**src/rtl/uartdbg_pkg.sv**
```systemverilog
package uartdbg_pkg;

    // Ticks per bit on both serial directions.
    localparam int OVERSAMPLE = 16;
    localparam int TICK_W     = $clog2(OVERSAMPLE);
    localparam int DATA_BITS  = 8;
    // Frame length including start and stop bits.
    localparam int FRAME_BITS = DATA_BITS + 2;
    localparam int FRAME_W    = $clog2(FRAME_BITS);

    typedef logic [DATA_BITS-1:0] byte_t;

    typedef struct packed {
        logic [15:0] count;
        logic [2:0]  cfg;
    } dbg_cmd_t;

    typedef enum logic [1:0] {RX_IDLE, RX_START, RX_DATA, RX_STOP} rx_state_e;

    typedef enum logic [1:0] {PS_FIRST, PS_SECOND, PS_THIRD} parse_state_e;

    typedef enum logic [2:0] {
        SQ_IDLE, SQ_ARMED, SQ_OPEN, SQ_SETTLE, SQ_LOAD, SQ_SEND
    } seq_state_e;

    // Position tags in the top bits of a command byte.
    function automatic logic tag_first(byte_t b);
        return b[7:6] == 2'b00;
    endfunction

    function automatic logic tag_second(byte_t b);
        return b[7:6] == 2'b01;
    endfunction

    function automatic logic tag_third(byte_t b);
        return b[7];
    endfunction

endpackage

```
**src/rtl/uartdbg_tick.sv**
```systemverilog
module uartdbg_tick #(
    parameter int DIV = 27
) (
    input  logic clk,
    input  logic rst_n,
    output logic tick
);
    localparam int CW = (DIV > 1) ? $clog2(DIV) : 1;

    logic [CW-1:0] cnt;

    always_ff @(posedge clk) begin
        if (!rst_n) begin
            cnt  <= '0;
            tick <= 1'b0;
        end else if (cnt == CW'(DIV - 1)) begin
            cnt  <= '0;
            tick <= 1'b1;
        end else begin
            cnt  <= cnt + 1'b1;
            tick <= 1'b0;
        end
    end

endmodule

```
**src/rtl/uartdbg_rx.sv**
```systemverilog
module uartdbg_rx
    import uartdbg_pkg::*;
(
    input  logic  clk,
    input  logic  rst_n,
    input  logic  tick,
    input  logic  rx_pin,
    output byte_t rx_byte,
    output logic  rx_valid
);
    localparam logic [TICK_W-1:0] HALF = TICK_W'(OVERSAMPLE / 2 - 1);
    localparam logic [TICK_W-1:0] LAST = TICK_W'(OVERSAMPLE - 1);

    logic [2:0]        sync_q;
    logic              line;
    logic              fall;
    rx_state_e         state;
    logic [TICK_W-1:0] cnt;
    logic [2:0]        bitn;
    byte_t             shreg;

    assign line = sync_q[1];
    assign fall = sync_q[2] & ~sync_q[1];

    always_ff @(posedge clk) begin
        if (!rst_n) begin
            sync_q   <= '1;
            state    <= RX_IDLE;
            cnt      <= '0;
            bitn     <= '0;
            shreg    <= '0;
            rx_byte  <= '0;
            rx_valid <= 1'b0;
        end else begin
            sync_q   <= {sync_q[1:0], rx_pin};
            rx_valid <= 1'b0;
            case (state)
                RX_IDLE: begin
                    if (fall) begin
                        state <= RX_START;
                        cnt   <= '0;
                    end
                end
                RX_START: begin
                    if (tick) begin
                        if (line) begin
                            state <= RX_IDLE;
                        end else if (cnt == HALF) begin
                            state <= RX_DATA;
                            cnt   <= '0;
                            bitn  <= '0;
                        end else begin
                            cnt <= cnt + 1'b1;
                        end
                    end
                end
                RX_DATA: begin
                    if (tick) begin
                        if (cnt == LAST) begin
                            cnt   <= '0;
                            shreg <= {line, shreg[7:1]};
                            if (bitn == 3'd7) begin
                                state <= RX_STOP;
                            end else begin
                                bitn <= bitn + 1'b1;
                            end
                        end else begin
                            cnt <= cnt + 1'b1;
                        end
                    end
                end
                RX_STOP: begin
                    if (tick) begin
                        if (cnt == LAST) begin
                            state <= RX_IDLE;
                            cnt   <= '0;
                            if (line) begin
                                rx_valid <= 1'b1;
                                rx_byte  <= shreg;
                            end
                        end else begin
                            cnt <= cnt + 1'b1;
                        end
                    end
                end
                default: state <= RX_IDLE;
            endcase
        end
    end

    p_rx_pulse_r2: assert property (@(posedge clk) disable iff (!rst_n)
        rx_valid |=> !rx_valid);

    p_rx_from_stop_r2: assert property (@(posedge clk) disable iff (!rst_n)
        rx_valid |-> $past(state) == RX_STOP);

endmodule

```
**src/rtl/uartdbg_tx.sv**
```systemverilog
module uartdbg_tx
    import uartdbg_pkg::*;
(
    input  logic  clk,
    input  logic  rst_n,
    input  logic  tick,
    input  logic  tx_start,
    input  byte_t tx_data,
    output logic  tx_pin,
    output logic  tx_busy,
    output logic  tx_done
);
    localparam logic [TICK_W-1:0]  LAST    = TICK_W'(OVERSAMPLE - 1);
    localparam logic [FRAME_W-1:0] LAST_BIT = FRAME_W'(FRAME_BITS - 1);

    logic [FRAME_BITS-1:0] frame;
    logic [TICK_W-1:0]     cnt;
    logic [FRAME_W-1:0]    bitn;

    // Idle ones shift in behind the frame, so the line rests high.
    assign tx_pin = frame[0];

    always_ff @(posedge clk) begin
        if (!rst_n) begin
            frame   <= '1;
            cnt     <= '0;
            bitn    <= '0;
            tx_busy <= 1'b0;
            tx_done <= 1'b0;
        end else begin
            tx_done <= 1'b0;
            if (!tx_busy) begin
                if (tx_start) begin
                    frame   <= {1'b1, tx_data, 1'b0};
                    cnt     <= '0;
                    bitn    <= '0;
                    tx_busy <= 1'b1;
                end
            end else if (tick) begin
                if (cnt == LAST) begin
                    cnt   <= '0;
                    frame <= {1'b1, frame[FRAME_BITS-1:1]};
                    if (bitn == LAST_BIT) begin
                        tx_busy <= 1'b0;
                        tx_done <= 1'b1;
                    end else begin
                        bitn <= bitn + 1'b1;
                    end
                end else begin
                    cnt <= cnt + 1'b1;
                end
            end
        end
    end

    p_tx_start_idle_r7: assert property (@(posedge clk) disable iff (!rst_n)
        tx_start |-> !tx_busy);

    p_tx_line_rest_r7: assert property (@(posedge clk) disable iff (!rst_n)
        !tx_busy |-> tx_pin);

endmodule

```
**src/rtl/uartdbg_cmd.sv**
```systemverilog
module uartdbg_cmd
    import uartdbg_pkg::*;
(
    input  logic     clk,
    input  logic     rst_n,
    input  byte_t    in_byte,
    input  logic     in_valid,
    output dbg_cmd_t cmd,
    output logic     cmd_valid
);
    parse_state_e pstate;
    logic [5:0]   lo6;
    logic [5:0]   mid6;

    always_ff @(posedge clk) begin
        if (!rst_n) begin
            pstate    <= PS_FIRST;
            lo6       <= '0;
            mid6      <= '0;
            cmd       <= '0;
            cmd_valid <= 1'b0;
        end else begin
            cmd_valid <= 1'b0;
            if (in_valid) begin
                if (tag_first(in_byte)) begin
                    lo6    <= in_byte[5:0];
                    pstate <= PS_SECOND;
                end else if (pstate == PS_SECOND && tag_second(in_byte)) begin
                    mid6   <= in_byte[5:0];
                    pstate <= PS_THIRD;
                end else if (pstate == PS_THIRD && tag_third(in_byte)) begin
                    cmd.count <= {in_byte[3:0], mid6, lo6};
                    cmd.cfg   <= in_byte[6:4];
                    cmd_valid <= 1'b1;
                    pstate    <= PS_FIRST;
                end else begin
                    pstate <= PS_FIRST;
                end
            end
        end
    end

    p_cmd_from_byte_r3: assert property (@(posedge clk) disable iff (!rst_n)
        cmd_valid |-> $past(in_valid));

    p_cmd_in_order_r5: assert property (@(posedge clk) disable iff (!rst_n)
        cmd_valid |-> $past(pstate) == PS_THIRD);

endmodule

```
**src/rtl/uartdbg_wrap.sv**
```systemverilog
module uartdbg_wrap
    import uartdbg_pkg::*;
#(
    parameter int CLK_DIV = 50_000_000 / 16 / 115_200
) (
    input  logic        clk,
    input  logic        rst_n,
    input  logic        uart_rx,
    output logic        uart_tx,
    output logic [2:0]  cfg_sel,
    output logic        rec_arm,
    output logic [15:0] rec_post_count,
    input  logic        rec_done,
    output logic        rec_rd_start,
    output logic        rec_rd_next,
    input  logic [7:0]  rec_rd_data,
    input  logic        rec_rd_end
);
    logic       tick;
    byte_t      rx_byte;
    logic       rx_valid;
    dbg_cmd_t   cmd;
    logic       cmd_valid;
    logic       tx_start;
    byte_t      tx_data;
    logic       tx_busy;
    logic       tx_done;
    seq_state_e seq;
    logic       accept;

    uartdbg_tick #(.DIV(CLK_DIV)) tick_i (
        .clk  (clk),
        .rst_n(rst_n),
        .tick (tick)
    );

    uartdbg_rx rx_i (
        .clk     (clk),
        .rst_n   (rst_n),
        .tick    (tick),
        .rx_pin  (uart_rx),
        .rx_byte (rx_byte),
        .rx_valid(rx_valid)
    );

    uartdbg_cmd cmd_i (
        .clk      (clk),
        .rst_n    (rst_n),
        .in_byte  (rx_byte),
        .in_valid (rx_valid),
        .cmd      (cmd),
        .cmd_valid(cmd_valid)
    );

    uartdbg_tx tx_i (
        .clk     (clk),
        .rst_n   (rst_n),
        .tick    (tick),
        .tx_start(tx_start),
        .tx_data (tx_data),
        .tx_pin  (uart_tx),
        .tx_busy (tx_busy),
        .tx_done (tx_done)
    );

    // Commands count only before readout begins.
    assign accept = cmd_valid && (seq == SQ_IDLE || seq == SQ_ARMED);

    always_ff @(posedge clk) begin
        if (!rst_n) begin
            seq            <= SQ_IDLE;
            cfg_sel        <= '0;
            rec_post_count <= '0;
            rec_arm        <= 1'b0;
            rec_rd_start   <= 1'b0;
            rec_rd_next    <= 1'b0;
            tx_start       <= 1'b0;
            tx_data        <= '0;
        end else begin
            rec_arm      <= 1'b0;
            rec_rd_start <= 1'b0;
            rec_rd_next  <= 1'b0;
            tx_start     <= 1'b0;
            if (accept) begin
                cfg_sel        <= cmd.cfg;
                rec_post_count <= cmd.count;
                rec_arm        <= 1'b1;
                seq            <= SQ_ARMED;
            end else begin
                case (seq)
                    SQ_ARMED: begin
                        // A done flag left from the last capture is skipped
                        // while the arm pulse is still on its way.
                        if (rec_done && !rec_arm) begin
                            seq <= SQ_OPEN;
                        end
                    end
                    SQ_OPEN: begin
                        rec_rd_start <= 1'b1;
                        seq          <= SQ_SETTLE;
                    end
                    SQ_SETTLE: seq <= SQ_LOAD;
                    SQ_LOAD: begin
                        if (rec_rd_end) begin
                            seq <= SQ_IDLE;
                        end else begin
                            tx_data  <= rec_rd_data;
                            tx_start <= 1'b1;
                            seq      <= SQ_SEND;
                        end
                    end
                    SQ_SEND: begin
                        if (tx_done) begin
                            rec_rd_next <= 1'b1;
                            seq         <= SQ_SETTLE;
                        end
                    end
                    default: ;
                endcase
            end
        end
    end

    p_arm_pulse_r4: assert property (@(posedge clk) disable iff (!rst_n)
        rec_arm |=> !rec_arm);

    p_cfg_hold_r4: assert property (@(posedge clk) disable iff (!rst_n)
        !accept |=> ($stable(cfg_sel) && $stable(rec_post_count)));

    p_no_arm_readout_r8: assert property (@(posedge clk) disable iff (!rst_n)
        (seq inside {SQ_OPEN, SQ_SETTLE, SQ_LOAD, SQ_SEND}) |-> !rec_arm);

    p_next_after_stop_r7: assert property (@(posedge clk) disable iff (!rst_n)
        rec_rd_next |-> !tx_busy);

    p_idle_quiet_r9: assert property (@(posedge clk) disable iff (!rst_n)
        (seq == SQ_IDLE && !cmd_valid) |=> !rec_rd_start);

    p_strobes_exclusive_r6: assert property (@(posedge clk) disable iff (!rst_n)
        $onehot0({rec_arm, rec_rd_start, rec_rd_next}));

endmodule

```
**config.mk**
```make
export PLATFORM = sky130hd
export DESIGN_NAME = uartdbg_wrap
export DESIGN_NICKNAME = d
export VERILOG_FILES = /design/src/rtl/uartdbg_pkg.sv /design/src/rtl/uartdbg_tick.sv /design/src/rtl/uartdbg_rx.sv /design/src/rtl/uartdbg_tx.sv /design/src/rtl/uartdbg_cmd.sv /design/src/rtl/uartdbg_wrap.sv
export SDC_FILE = /design/constraint.sdc
export NUM_CORES = 1
export LEC_CHECK = 0
export ABC_AREA = 1
export BUFFER_PORTS_ARGS = -buffer_cell sky130_fd_sc_hd__buf_4
export CORE_ASPECT_RATIO = 1.25
export CORE_MARGIN = 3
export CORE_UTILIZATION = 25
export CTS_BUF_LIST = sky130_fd_sc_hd__clkbuf_4 sky130_fd_sc_hd__clkbuf_8
export CTS_CLUSTER_SIZE = 28
export DETAILED_ROUTE_END_ITERATION = 16
export PLACE_DENSITY = 0.45
export SETUP_SLACK_MARGIN = 0.02
export SKIP_CTS_REPAIR_TIMING = 1
export SYNTH_ARGS = -nofsm -noshare
export SYNTH_HDL_FRONTEND = slang
export SYNTH_SLANG_ARGS = --single-unit
```
**constraint.sdc**
```tcl
create_clock -name clk -period 3.6 [get_ports clk]
set_input_delay 0.54 -clock clk [delete_from_list [all_inputs] [get_ports clk]]
set_output_delay 0.54 -clock clk [all_outputs]
set_load 0.005 [all_outputs]
```
==> results.ini <==
[outcome]
outcome = completed

[cts]
cts.path.max_buffers = 2
cts-htree-levels = 4
ctsRootBufferMaster = clkbuf_8
cts_tree = yes
path_clk_slew_ps = 70
clk-insertion-delay-late_ps = 430
cts_inserted_buffers = 17
tritoncts_num_sinks = 122

[layout]
multi_input_area_sq_mm = 0.00196
seqCellArea_sq_mm = 0.00244
fillerInstances = 1913
post_route_cells_drive_above_1_share_pct = 14.2
antennaDiodeCount = 0
design.final.nets = 661
synthToLayoutAreaGrowth_pct = 19.1

[sta]
max_slew.worst_pin.slew_ps = 945
layout_setup_ws_ps = 1610
final-setup-viol-count = 0
achievable-frequency_mhz = 502
fin_setup_tns_ps = 0
grt_setup_unrepaired = false
maxSlewViolCount = 0
maxSlewHeadroom_pct = 36.8
hold_violations = 0
final_min_period_over_clock_period_pct = 55.3
clock-skew-final_ps = 11.7
finalCriticalPeriod_ps = 1990

[pwr]
static-leakage-power_uw = 0.00238
ir_worst_vdd_mv = 0.217
pwr_density_cell_mw_per_mm2 = 543
totalPowerFinal_uw = 3070

[synth]
synthDistinctLibCells = 32
yosysSeqAreaShare_pct = 51.4
synth.cells.most_frequent = dfxtp_1 (122), nor2_1 (104), nand2_1 (90), o21ai_0 (61), inv_1 (59)
synthesized_area_sq_mm = 0.00475
top_post_synthesis_cells_by_area = dfxtp_1 (51%), nor2_1 (8.2%), nand2_1 (7.1%), o21ai_0 (6.4%), inv_1 (4.7%)
ys_ff_latch = 122
synth.yosys.warnings = 0
avgSynthCellArea_sq_um = 7.85
async_sr_flop_fraction_pct = 0
syn_inst = 605
synth_flop_cell = dfxtp_1
synth.most_common_cell = dfxtp_1
synth_edf_count = 0
synth_top_area_cell = dfxtp_1
mappedNetlistNets = 626
post-synth-top-area-fraction_pct = 51.4

[floorplanning]
floorplan.rows = 55
fp.dieW_microns = 129
floorplan.core_area_sq_mm = 0.0184
io_pins = 36
initial_standard_cell_utilization_of_the_core_pct = 25.8
die_area_sq_mm = 0.0207
die_height_microns = 160

[detailed_routing]
drt-vias-per-instance = 4.38
finalWirelength_mm = 9.89
dr.first_iter.drc_count = 219
route.antenna.remaining_nets = 0
detailed_routing_iteration_count_for_the_pre_antenna_repair_pass = 4
drt-wirelength-per-cell_microns = 11.2
via_count = 3857
drc = 0

[worst_hold_path]
worstHoldPathType = primary input to flip-flop

[global_routing]
grt_first_pass_wirelength_mm = 16.8
initial_antenna_violation_count = 0
grt_max_degree = 56
global_route.overflow_total = 0
number_of_global_route_vias_before_repair = 3635
grt_usage_pct = 9.93

[critical_path]
path_class = flip-flop to flip-flop
startpoint_type = flip-flop
arrival_ps = 2300
worstSetupEndpointType = flip-flop
crit_fanout = 31
worst-endpoint-required_ps = 3910

[job]
cap_viol_max_count = 0

[placed_design]
gp_congestion = 0.782
buffer_ports.inserted = 35
detailedPlace.worstSlack_ps = 1560
place.detailed.hpwl_mm = 6.90

-- critical path, cell delays in order (launching register included) --
cell and delay (ps):
dfxtp_1 360, nor2_1 60, nand3_1 650, clkinv_1 480, o21ai_0 260, a21oi_1 60
-- power by group --
part,switching [uW],total [uW],internal (uW)
Sequential,38.5,1440,1400
Combinational,188,285,96.9
Clock,561,1350,788
-- cell type report --
class	count	area share, %
repair buffers	37	4.91
flip-flops and latches	122	43.2
clock inverters	13	3.41
multi-input cells	397	34.6
clock buffers	19	4.52
well taps	228	5.05
inverters	65	4.32
-- cell families after synthesis --
logic type / synth area share, %
xor+xnor: 1.11
simple gates: 22.6
flops: 51.4
compound gates: 15.4
fa+ha+maj: 2.11
buf+inv: 7.38
-- state kept, by name, indices dropped and copies added (netlist names), 5 cells and up, named ones only --
register / count
cmd_i.cmd: 19
rec_post_count: 16
tx_i.frame: 9
rx_i.rx_byte: 8
rx_i.shreg: 8
tx_data: 8
cmd_i.lo6: 6
cmd_i.mid6: 6
tick_i.cnt: 5
-- layout by cell type, fill, tap and decap left out, drive strengths merged --
master | Yosys | layout
nand2 | 95 | 95
nor4 | 1 | 1
clkinv | 1 | 6
buf | 11 | 37
o221ai | 1 | 1
clkbuf | 10 | 19
bufinv | 0 | 4
nand4 | 3 | 3
nor3 | 3 | 3
a211oi | 1 | 1
nand3b | 1 | 1
a21oi | 41 | 41
nand3 | 32 | 32
clkinvlp | 0 | 2
a22o | 8 | 8
o21ai | 73 | 73
dfxtp | 122 | 122
xor2 | 6 | 6
or2 | 4 | 4
ha | 8 | 8
o211ai | 9 | 9
nor2 | 111 | 111
inv | 64 | 66
-- layer usage --
layer  global-route usage [%]  vias up  part of all wire, %
met1                     11.6     1762                   47
met2                     16.9       59                   49
met5                        0        -                    0
met3                     2.84        7                  2.9
li1                         -     2029                    -
met4                     4.01        0                  1.3
-- path summary, 6_finish.rpt --
path | slack [ps] | cells past startpoint | end | start
max | 1610 | 5 | cmd_i.cmd[1]$_SDFFE_PN0P_ | cmd_i.pstate[0]$_SDFFE_PN0P_
min | 330 | 2 | rx_i.sync_q[0]$_SDFF_PN1_ | uart_rx
max reg2reg | 1610 | 5 | cmd_i.cmd[1]$_SDFFE_PN0P_ | cmd_i.pstate[0]$_SDFFE_PN0P_
min reg2reg | 420 | 1 | rx_i.sync_q[1]$_SDFF_PN1_ | rx_i.sync_q[0]$_SDFF_PN1_
-- stage by stage --
step / area [sq um] / util (%) / cells / hold slack, ps
finish: 5650 / 30.8 / 881 / 328
global route: 5650 / 30.8 / 881 / 294
CTS: 5650 / 30.8 / 881 / 297
detailed placement: 5200 / 28.3 / 849 / 410
global placement: 5200 / 28.3 / 849 / 402
floorplan: 4750 / - / 605 / 393
Note: power is estimated with default switching activity, not from simulation.
